<file path="src/rtl/memord_pkg.sv">
package memord_pkg;

    typedef enum logic [2:0] {
        OP_LOAD  = 3'd0,
        OP_STORE = 3'd1,
        OP_LBAR  = 3'd2,
        OP_SBAR  = 3'd3,
        OP_FBAR  = 3'd4
    } op_kind_e;

    function automatic logic kind_is_barrier(input logic [2:0] k);
        return (k == OP_LBAR) || (k == OP_SBAR) || (k == OP_FBAR);
    endfunction

    function automatic logic kind_is_memop(input logic [2:0] k);
        return (k == OP_LOAD) || (k == OP_STORE);
    endfunction

    function automatic logic kind_legal(input logic [2:0] k);
        return k <= OP_FBAR;
    endfunction

    // Barrier kinds that hold back younger loads
    function automatic logic kind_fences_loads(input logic [2:0] k);
        return (k == OP_LBAR) || (k == OP_FBAR);
    endfunction

    // Barrier kinds that hold back younger stores
    function automatic logic kind_fences_stores(input logic [2:0] k);
        return (k == OP_SBAR) || (k == OP_FBAR);
    endfunction

endpackage

</file>
<file path="src/rtl/memord_age.sv">
module memord_age #(
    parameter int RING  = 8,
    parameter int IDX_W = 3
) (
    input  logic [IDX_W-1:0]            head,
    output logic [RING-1:0][IDX_W-1:0]  age
);

    // Age of a slot = distance from the head, going forward around the ring
    for (genvar g = 0; g < RING; g++) begin : g_slot
        logic [IDX_W:0] raw;
        assign raw = (IDX_W+1)'(g) + (IDX_W+1)'(RING) - {1'b0, head};
        assign age[g] = (raw >= (IDX_W+1)'(RING)) ? IDX_W'(raw - (IDX_W+1)'(RING))
                                                  : IDX_W'(raw);
    end

endmodule

</file>
<file path="src/rtl/memord_perm.sv">
module memord_perm
    import memord_pkg::*;
#(
    parameter int RING  = 8,
    parameter int IDX_W = 3
) (
    input  logic [RING-1:0]             vld,
    input  logic [RING-1:0]             rdy,
    input  logic [RING-1:0]             iss,
    input  logic [RING-1:0][2:0]        kind,
    input  logic [RING-1:0][IDX_W-1:0]  age,
    input  logic                        noalias,
    output logic [RING-1:0]             perm
);

    logic [RING-1:0] blocked;

    always_comb begin
        blocked = '0;
        for (int i = 0; i < RING; i++) begin
            for (int j = 0; j < RING; j++) begin
                if (j != i && vld[j] && (age[j] < age[i])) begin
                    if (kind[i] == OP_LOAD) begin
                        // barrier not yet at the head has not executed
                        if (kind_fences_loads(kind[j]) && (age[j] != '0))
                            blocked[i] = 1'b1;
                        if (kind[j] == OP_STORE && !iss[j] && !noalias)
                            blocked[i] = 1'b1;
                    end else if (kind[i] == OP_STORE) begin
                        if (kind_is_memop(kind[j]) && !iss[j])
                            blocked[i] = 1'b1;
                        if (kind_fences_stores(kind[j]) && (age[j] != '0))
                            blocked[i] = 1'b1;
                    end
                end
            end
        end
        for (int i = 0; i < RING; i++) begin
            perm[i] = vld[i] && rdy[i] && !iss[i] && kind_is_memop(kind[i]) && !blocked[i];
        end
    end

endmodule

</file>
<file path="src/rtl/memord_pick.sv">
module memord_pick #(
    parameter int RING    = 8,
    parameter int IDX_W   = 3,
    parameter int ISSUE_W = 2
) (
    input  logic [IDX_W-1:0] head,
    input  logic [RING-1:0]  perm,
    output logic [RING-1:0]  grant
);

    logic [IDX_W:0] slot;
    int             taken;

    // Walk from the head forward; the first ISSUE_W permitted slots win
    always_comb begin
        grant = '0;
        taken = 0;
        slot  = '0;
        for (int a = 0; a < RING; a++) begin
            slot = {1'b0, head} + (IDX_W+1)'(a);
            if (slot >= (IDX_W+1)'(RING))
                slot = slot - (IDX_W+1)'(RING);
            if (perm[slot[IDX_W-1:0]] && (taken < ISSUE_W)) begin
                grant[slot[IDX_W-1:0]] = 1'b1;
                taken = taken + 1;
            end
        end
    end

endmodule

</file>
<file path="src/rtl/memord_queue.sv">
module memord_queue
    import memord_pkg::*;
#(
    parameter  int LQ_DEPTH = 4,
    parameter  int SQ_DEPTH = 4,
    parameter  int ISSUE_W  = 2,
    localparam int RING     = LQ_DEPTH + SQ_DEPTH,
    localparam int IDX_W    = (RING > 1) ? $clog2(RING) : 1
) (
    input  logic             clk,
    input  logic             rst_n,
    input  logic             cfg_we,
    input  logic             cfg_noalias,
    input  logic             alloc_valid,
    input  logic [2:0]       alloc_kind,
    input  logic             alloc_ops_rdy,
    output logic [IDX_W-1:0] alloc_tag,
    output logic             lq_full,
    output logic             sq_full,
    output logic             ring_full,
    input  logic             opr_valid,
    input  logic [IDX_W-1:0] opr_tag,
    input  logic             cmpl_valid,
    input  logic [IDX_W-1:0] cmpl_tag,
    output logic [RING-1:0]  issue_perm,
    output logic [RING-1:0]  issue_grant,
    input  logic             retire_valid,
    output logic             retire_ok
);

    localparam int CNT_W = $clog2(RING + 1);
    localparam int LQ_W  = $clog2(LQ_DEPTH + 1);
    localparam int SQ_W  = $clog2(SQ_DEPTH + 1);

    typedef struct packed {
        logic [RING-1:0]       vld;
        logic [RING-1:0]       rdy;
        logic [RING-1:0]       iss;
        logic [RING-1:0]       dne;
        logic [RING-1:0][2:0]  kind;
        logic [IDX_W-1:0]      head;
        logic [IDX_W-1:0]      tail;
        logic [CNT_W-1:0]      cnt;
        logic [LQ_W-1:0]       lcnt;
        logic [SQ_W-1:0]       scnt;
        logic                  noalias;
    } state_t;

    state_t state_d, state_q;

    logic [RING-1:0][IDX_W-1:0] age;
    logic [IDX_W-1:0]           head_idx;
    logic [2:0]                 head_kind;
    logic                       alloc_take;
    logic                       retire_take;
    logic                       take_load, take_store;
    logic                       free_load, free_store;

    function automatic logic [IDX_W-1:0] ptr_next(input logic [IDX_W-1:0] p);
        return (p == IDX_W'(RING - 1)) ? '0 : p + 1'b1;
    endfunction

    function automatic logic tag_in_range(input logic [IDX_W-1:0] t);
        return {1'b0, t} < (IDX_W+1)'(RING);
    endfunction

    memord_age #(
        .RING  (RING),
        .IDX_W (IDX_W)
    ) u_age (
        .head (state_q.head),
        .age  (age)
    );

    memord_perm #(
        .RING  (RING),
        .IDX_W (IDX_W)
    ) u_perm (
        .vld     (state_q.vld),
        .rdy     (state_q.rdy),
        .iss     (state_q.iss),
        .kind    (state_q.kind),
        .age     (age),
        .noalias (state_q.noalias),
        .perm    (issue_perm)
    );

    memord_pick #(
        .RING    (RING),
        .IDX_W   (IDX_W),
        .ISSUE_W (ISSUE_W)
    ) u_pick (
        .head  (state_q.head),
        .perm  (issue_perm),
        .grant (issue_grant)
    );

    assign head_idx  = state_q.head;
    assign head_kind = state_q.kind[state_q.head];
    assign alloc_tag = state_q.tail;
    assign lq_full   = (state_q.lcnt == LQ_W'(LQ_DEPTH));
    assign sq_full   = (state_q.scnt == SQ_W'(SQ_DEPTH));
    assign ring_full = (state_q.cnt  == CNT_W'(RING));
    assign retire_ok = state_q.vld[state_q.head] &&
                       (kind_is_barrier(head_kind) || state_q.dne[state_q.head]);

    always_comb begin
        state_d = state_q;

        alloc_take  = alloc_valid && kind_legal(alloc_kind) && !ring_full &&
                      !(alloc_kind == OP_LOAD  && lq_full) &&
                      !(alloc_kind == OP_STORE && sq_full);
        retire_take = retire_valid && retire_ok;
        take_load   = alloc_take  && (alloc_kind == OP_LOAD);
        take_store  = alloc_take  && (alloc_kind == OP_STORE);
        free_load   = retire_take && (head_kind == OP_LOAD);
        free_store  = retire_take && (head_kind == OP_STORE);

        // entries granted this cycle are in execution from the next one
        state_d.iss = state_q.iss | issue_grant;

        if (opr_valid && tag_in_range(opr_tag) && state_q.vld[opr_tag])
            state_d.rdy[opr_tag] = 1'b1;

        if (cmpl_valid && tag_in_range(cmpl_tag) && state_q.vld[cmpl_tag] &&
            state_q.iss[cmpl_tag] && kind_is_memop(state_q.kind[cmpl_tag]))
            state_d.dne[cmpl_tag] = 1'b1;

        if (retire_take) begin
            state_d.vld[state_q.head] = 1'b0;
            state_d.rdy[state_q.head] = 1'b0;
            state_d.iss[state_q.head] = 1'b0;
            state_d.dne[state_q.head] = 1'b0;
            state_d.head              = ptr_next(state_q.head);
        end

        if (alloc_take) begin
            state_d.vld[state_q.tail]  = 1'b1;
            state_d.rdy[state_q.tail]  = alloc_ops_rdy;
            state_d.iss[state_q.tail]  = 1'b0;
            state_d.dne[state_q.tail]  = 1'b0;
            state_d.kind[state_q.tail] = alloc_kind;
            state_d.tail               = ptr_next(state_q.tail);
        end

        state_d.cnt  = state_q.cnt  + CNT_W'(alloc_take) - CNT_W'(retire_take);
        state_d.lcnt = state_q.lcnt + LQ_W'(take_load)   - LQ_W'(free_load);
        state_d.scnt = state_q.scnt + SQ_W'(take_store)  - SQ_W'(free_store);

        if (cfg_we)
            state_d.noalias = cfg_noalias;
    end

    always_ff @(posedge clk) begin
        if (!rst_n) begin
            state_q         <= '0;
            state_q.noalias <= 1'b1;
        end else begin
            state_q <= state_d;
        end
    end

endmodule

</file>
<file path="config.mk">
export PLATFORM = sky130hd
export DESIGN_NAME = memord_queue
export DESIGN_NICKNAME = d
export VERILOG_FILES = /design/src/rtl/memord_pkg.sv /design/src/rtl/memord_age.sv /design/src/rtl/memord_perm.sv /design/src/rtl/memord_pick.sv /design/src/rtl/memord_queue.sv
export SDC_FILE = /design/constraint.sdc
export NUM_CORES = 1
export LEC_CHECK = 0
export BUFFER_PORTS_ARGS = -buffer_cell sky130_fd_sc_hd__clkbuf_2
export CAP_MARGIN = 0
export CORE_MARGIN = 5
export CORE_UTILIZATION = 30
export DETAILED_ROUTE_END_ITERATION = 10
export GPL_TIMING_DRIVEN = 1
export PLACE_DENSITY = 0.47
export SYNTH_ARGS = -nofsm -noshare
export SYNTH_HDL_FRONTEND = slang
export SYNTH_SLANG_ARGS = --single-unit
</file>
<file path="constraint.sdc">
create_clock -name clk -period 9.94 [get_ports clk]
set_input_delay 1.988 -clock clk [delete_from_list [all_inputs] [get_ports clk]]
set_output_delay 1.988 -clock clk [all_outputs]
set_load 0.05 [all_outputs]
</file>
==> flow_summary.ini <==
[global_route]
met2_usage_pct = 35.8
grt_pass1_vias = 8365
grt_overflow = 0
grt_use_met1_pct = 31.0
busiest_layer = met2
antenna_found_initial = 0
grt_pass1_wl_um = 53900
grt_usage_pct = 22.8
grt_util_met3_pct = 3.35
grt_max_degree = 56

[placement]
placed_area_sq_um = 9260
dp_hpwl_um = 27700
dp_cells = 1391
gp_congestion = 1.04
portBuffers = 40

[layout]
area_growth_pct = 22.8
final_cell_mix = buf_4 (85), dfxtp_1 (70), nor2_1 (69), nand2_1 (64), nor2b_1 (54)
fillerInstances = 2739
antenna_cells = 0
final_common_cell = buf_4
fin_util_pct = 37.3
fin_nets = 1137
fin_cells = 1415
drive_above_1_share_pct = 26.3
final_area_sq_um = 9990

[detailed_routing]
drtIter0Drc = 752
viasPerCell = 6.12
dr.pass1.iters = 5
route.detailed.drc = 0
vias = 8657
ant_nets = 0
wl_per_cell_um = 25.3
drt-total-wl_um = 35700

[worst_setup_path]
rrSetupSlack_ns = 2.45
r2r-end = state_q[54]$_SDFF_PN0_
start_kind = register
end_kind = primary output
required_ns = 7.95
crit_top_cell = ha_1
worstRegToRegCells = 33
arrival_ns = 7.75
worstSetupPathType = reg2out
reg2reg_from = head_idx[2]$_SDFFE_PN0P_
path_max_fanout = 7
max_stage_delay_ns = 0.56
crit_slowest_cell = or4bb_1

[clock_tree]
clockBufferDepth = 2
clock_sinks = 73
cts_tree = built
clock-root-buffer = clkbuf_16
ctsHoldBuffers = 0
clk_pin_slew_worst_paths_ns = 0.06
numCtsBuffers = 9
clk-insertion-delay-late_ns = 0.34
cts_max_level = 3

[sta]
setup_violations = 0
fin_skew_ns = 0.00548
min_period_over_period_pct = 97.9
max-slew-margin-rel_pct = 45.2
fin_crit_ns = 9.73
tightestPinTransition_ns = 0.802
hold_viol = 0
fmax_mhz = 103
tns_ns = 0
drv_slew = 0

[synthesis]
synth_nets = 1074
synthTopCellsByArea = dfxtp_1 (18%), ha_1 (7.1%), mux2i_1 (4.7%)
async_flop_share_pct = 0
synth-edff-count = 0
synth.area.mux_share_pct = 10.3
yosysSeqAreaShare_pct = 18.0
yosysWarnings = 0
synthesis.area_sq_um = 8140
synth-main-ff-cell = dfxtp_1
avgSynthCellArea_sq_um = 8.09
synth_compound_gate_area_share_pct = 26.6
yosys.area.top_type = dfxtp_1
synth_cell_type_count = 112
syn_inst = 1006
synthXorXnorAreaFrac_pct = 2.57
synth_top_area_share_pct = 18.0
synth_top_family_by_area = simple AND/OR/NAND/NOR gates
ys_ff_latch = 73
synth_adder_area_share_pct = 8.06
synthSimpleGateAreaFrac_pct = 27.8

[min_path]
min_path_cells = 2
hp-start = state_q[47]$_SDFF_PN0_
whs_endpoint = state_q[47]$_SDFF_PN0_
hold_path.class = reg2reg

[flow_run]
maxCapViolations = 0

[floorplan]
die_y_um = 175
dieArea_sq_um = 30500
ios = 41
core_area_sq_um = 26800
initial_core_util_pct = 30.4
die_w_um = 175
rows = 60

[power]
ir_drop_uv = 102
pwr_density_cell_nw_per_um2 = 90.5
power.leakage_nw = 3.83

[run_status]
status = finished, final reports clean
==> kinds of logic (layout without fill, tap and decap cells) <==
family | after synthesis | in the layout
flip-flops | 73 | 73
adder cells (fa/ha/maj) | 50 | 50
AO/OA/AOI/OAI | 275 | 275
XOR/XNOR | 20 | 20
AND/OR/NAND/NOR | 396 | 396
multiplexers | 62 | 62
buffers and inverters | 130 | 198
==> through the flow <==
stage | setup WS (ns) | power, W | hold slack (ns)
floorplan | 0.0186 | 0.000468 | 0.431
global placement | 0.261 | 0.000535 | 0.448
detailed placement | 0.242 | 0.000533 | 0.458
CTS | 0.0360 | 0.000902 | 0.473
global route | -0.0443 | 0.000944 | 0.500
finish | 0.206 | 0.000904 | 0.470
==> repair_timing <==
action	4_1_cts	5_1_grt
cloned	0	0
setup buffers	1	7
endpoints found under the setup margin	8	8
resized for setup	11	60
pin swaps	2	15
==> metal layers <==
layer  wire length [um]  share of wire [%]  up-vias
met3               2750                7.7       90
li1                   -                  -     3911
met5                  0                  0        -
met2              15800                 44      431
met1              15400                 43     4225
met4               1750                4.9        0
==> layout make-up <==
class / count / area (sq um) / area share, %
well taps: 341 / 427 / 4.27
flip-flops and latches: 73 / 1470 / 14.7
repair buffers: 129 / 1010 / 10.2
clock inverters: 5 / 67.6 / 0.676
multi-input cells: 803 / 6540 / 65.4
clock buffers: 11 / 264 / 2.64
inverters: 53 / 211 / 2.12
==> synthesized netlist by cell type, drive strengths merged (16+ instances only) <==
cell type  count
nor2b         54
nand3         35
dfxtp         73
buf           29
mux2i         39
and2          16
nor2          73
xnor2         16
ha            46
clkbuf        48
nand2         65
nand4         18
mux4          16
a21oi         50
o21ai         31
inv           51
nor3          33
==> worst max-delay path by stage <==
stage / endpoint / startpoint / cells past startpoint
final: issue_grant[0] / head_idx[2]$_SDFFE_PN0P_ / 32
after global routing: issue_grant[0] / head_idx[0]$_SDFFE_PN0P_ / 31
after CTS: issue_grant[5] / head_idx[2]$_SDFFE_PN0P_ / 30
after detailed placement: issue_grant[2] / head_idx[2]$_SDFFE_PN0P_ / 33
after global placement: issue_grant[3] / head_idx[0]$_SDFFE_PN0P_ / 33
after floorplan: issue_grant[5] / head_idx[0]$_SDFFE_PN0P_ / 37
==> critical path, delay by kind of cell, from the launching register on <==
kind                       cells  cell delay, ns
xor gates and xnor gates       1            0.20
buffers and inverters          6            0.75
adders and majority gates      6            1.76
DFF                            1            0.37
muxes                          3            0.68
and+or+nand+nor                8            2.01
AOI/OAI and AO/OA              8            1.64
==> power breakdown <==
group | switching (W) | total, W | internal, W
registers | 0.0000215 | 0.000326 | 0.000304
clock network | 0.000142 | 0.000363 | 0.000221
logic | 0.000130 | 0.000216 | 0.0000861
total | 0.000293 | 0.000904 | 0.000611
Power figures use the tool's default switching activity.
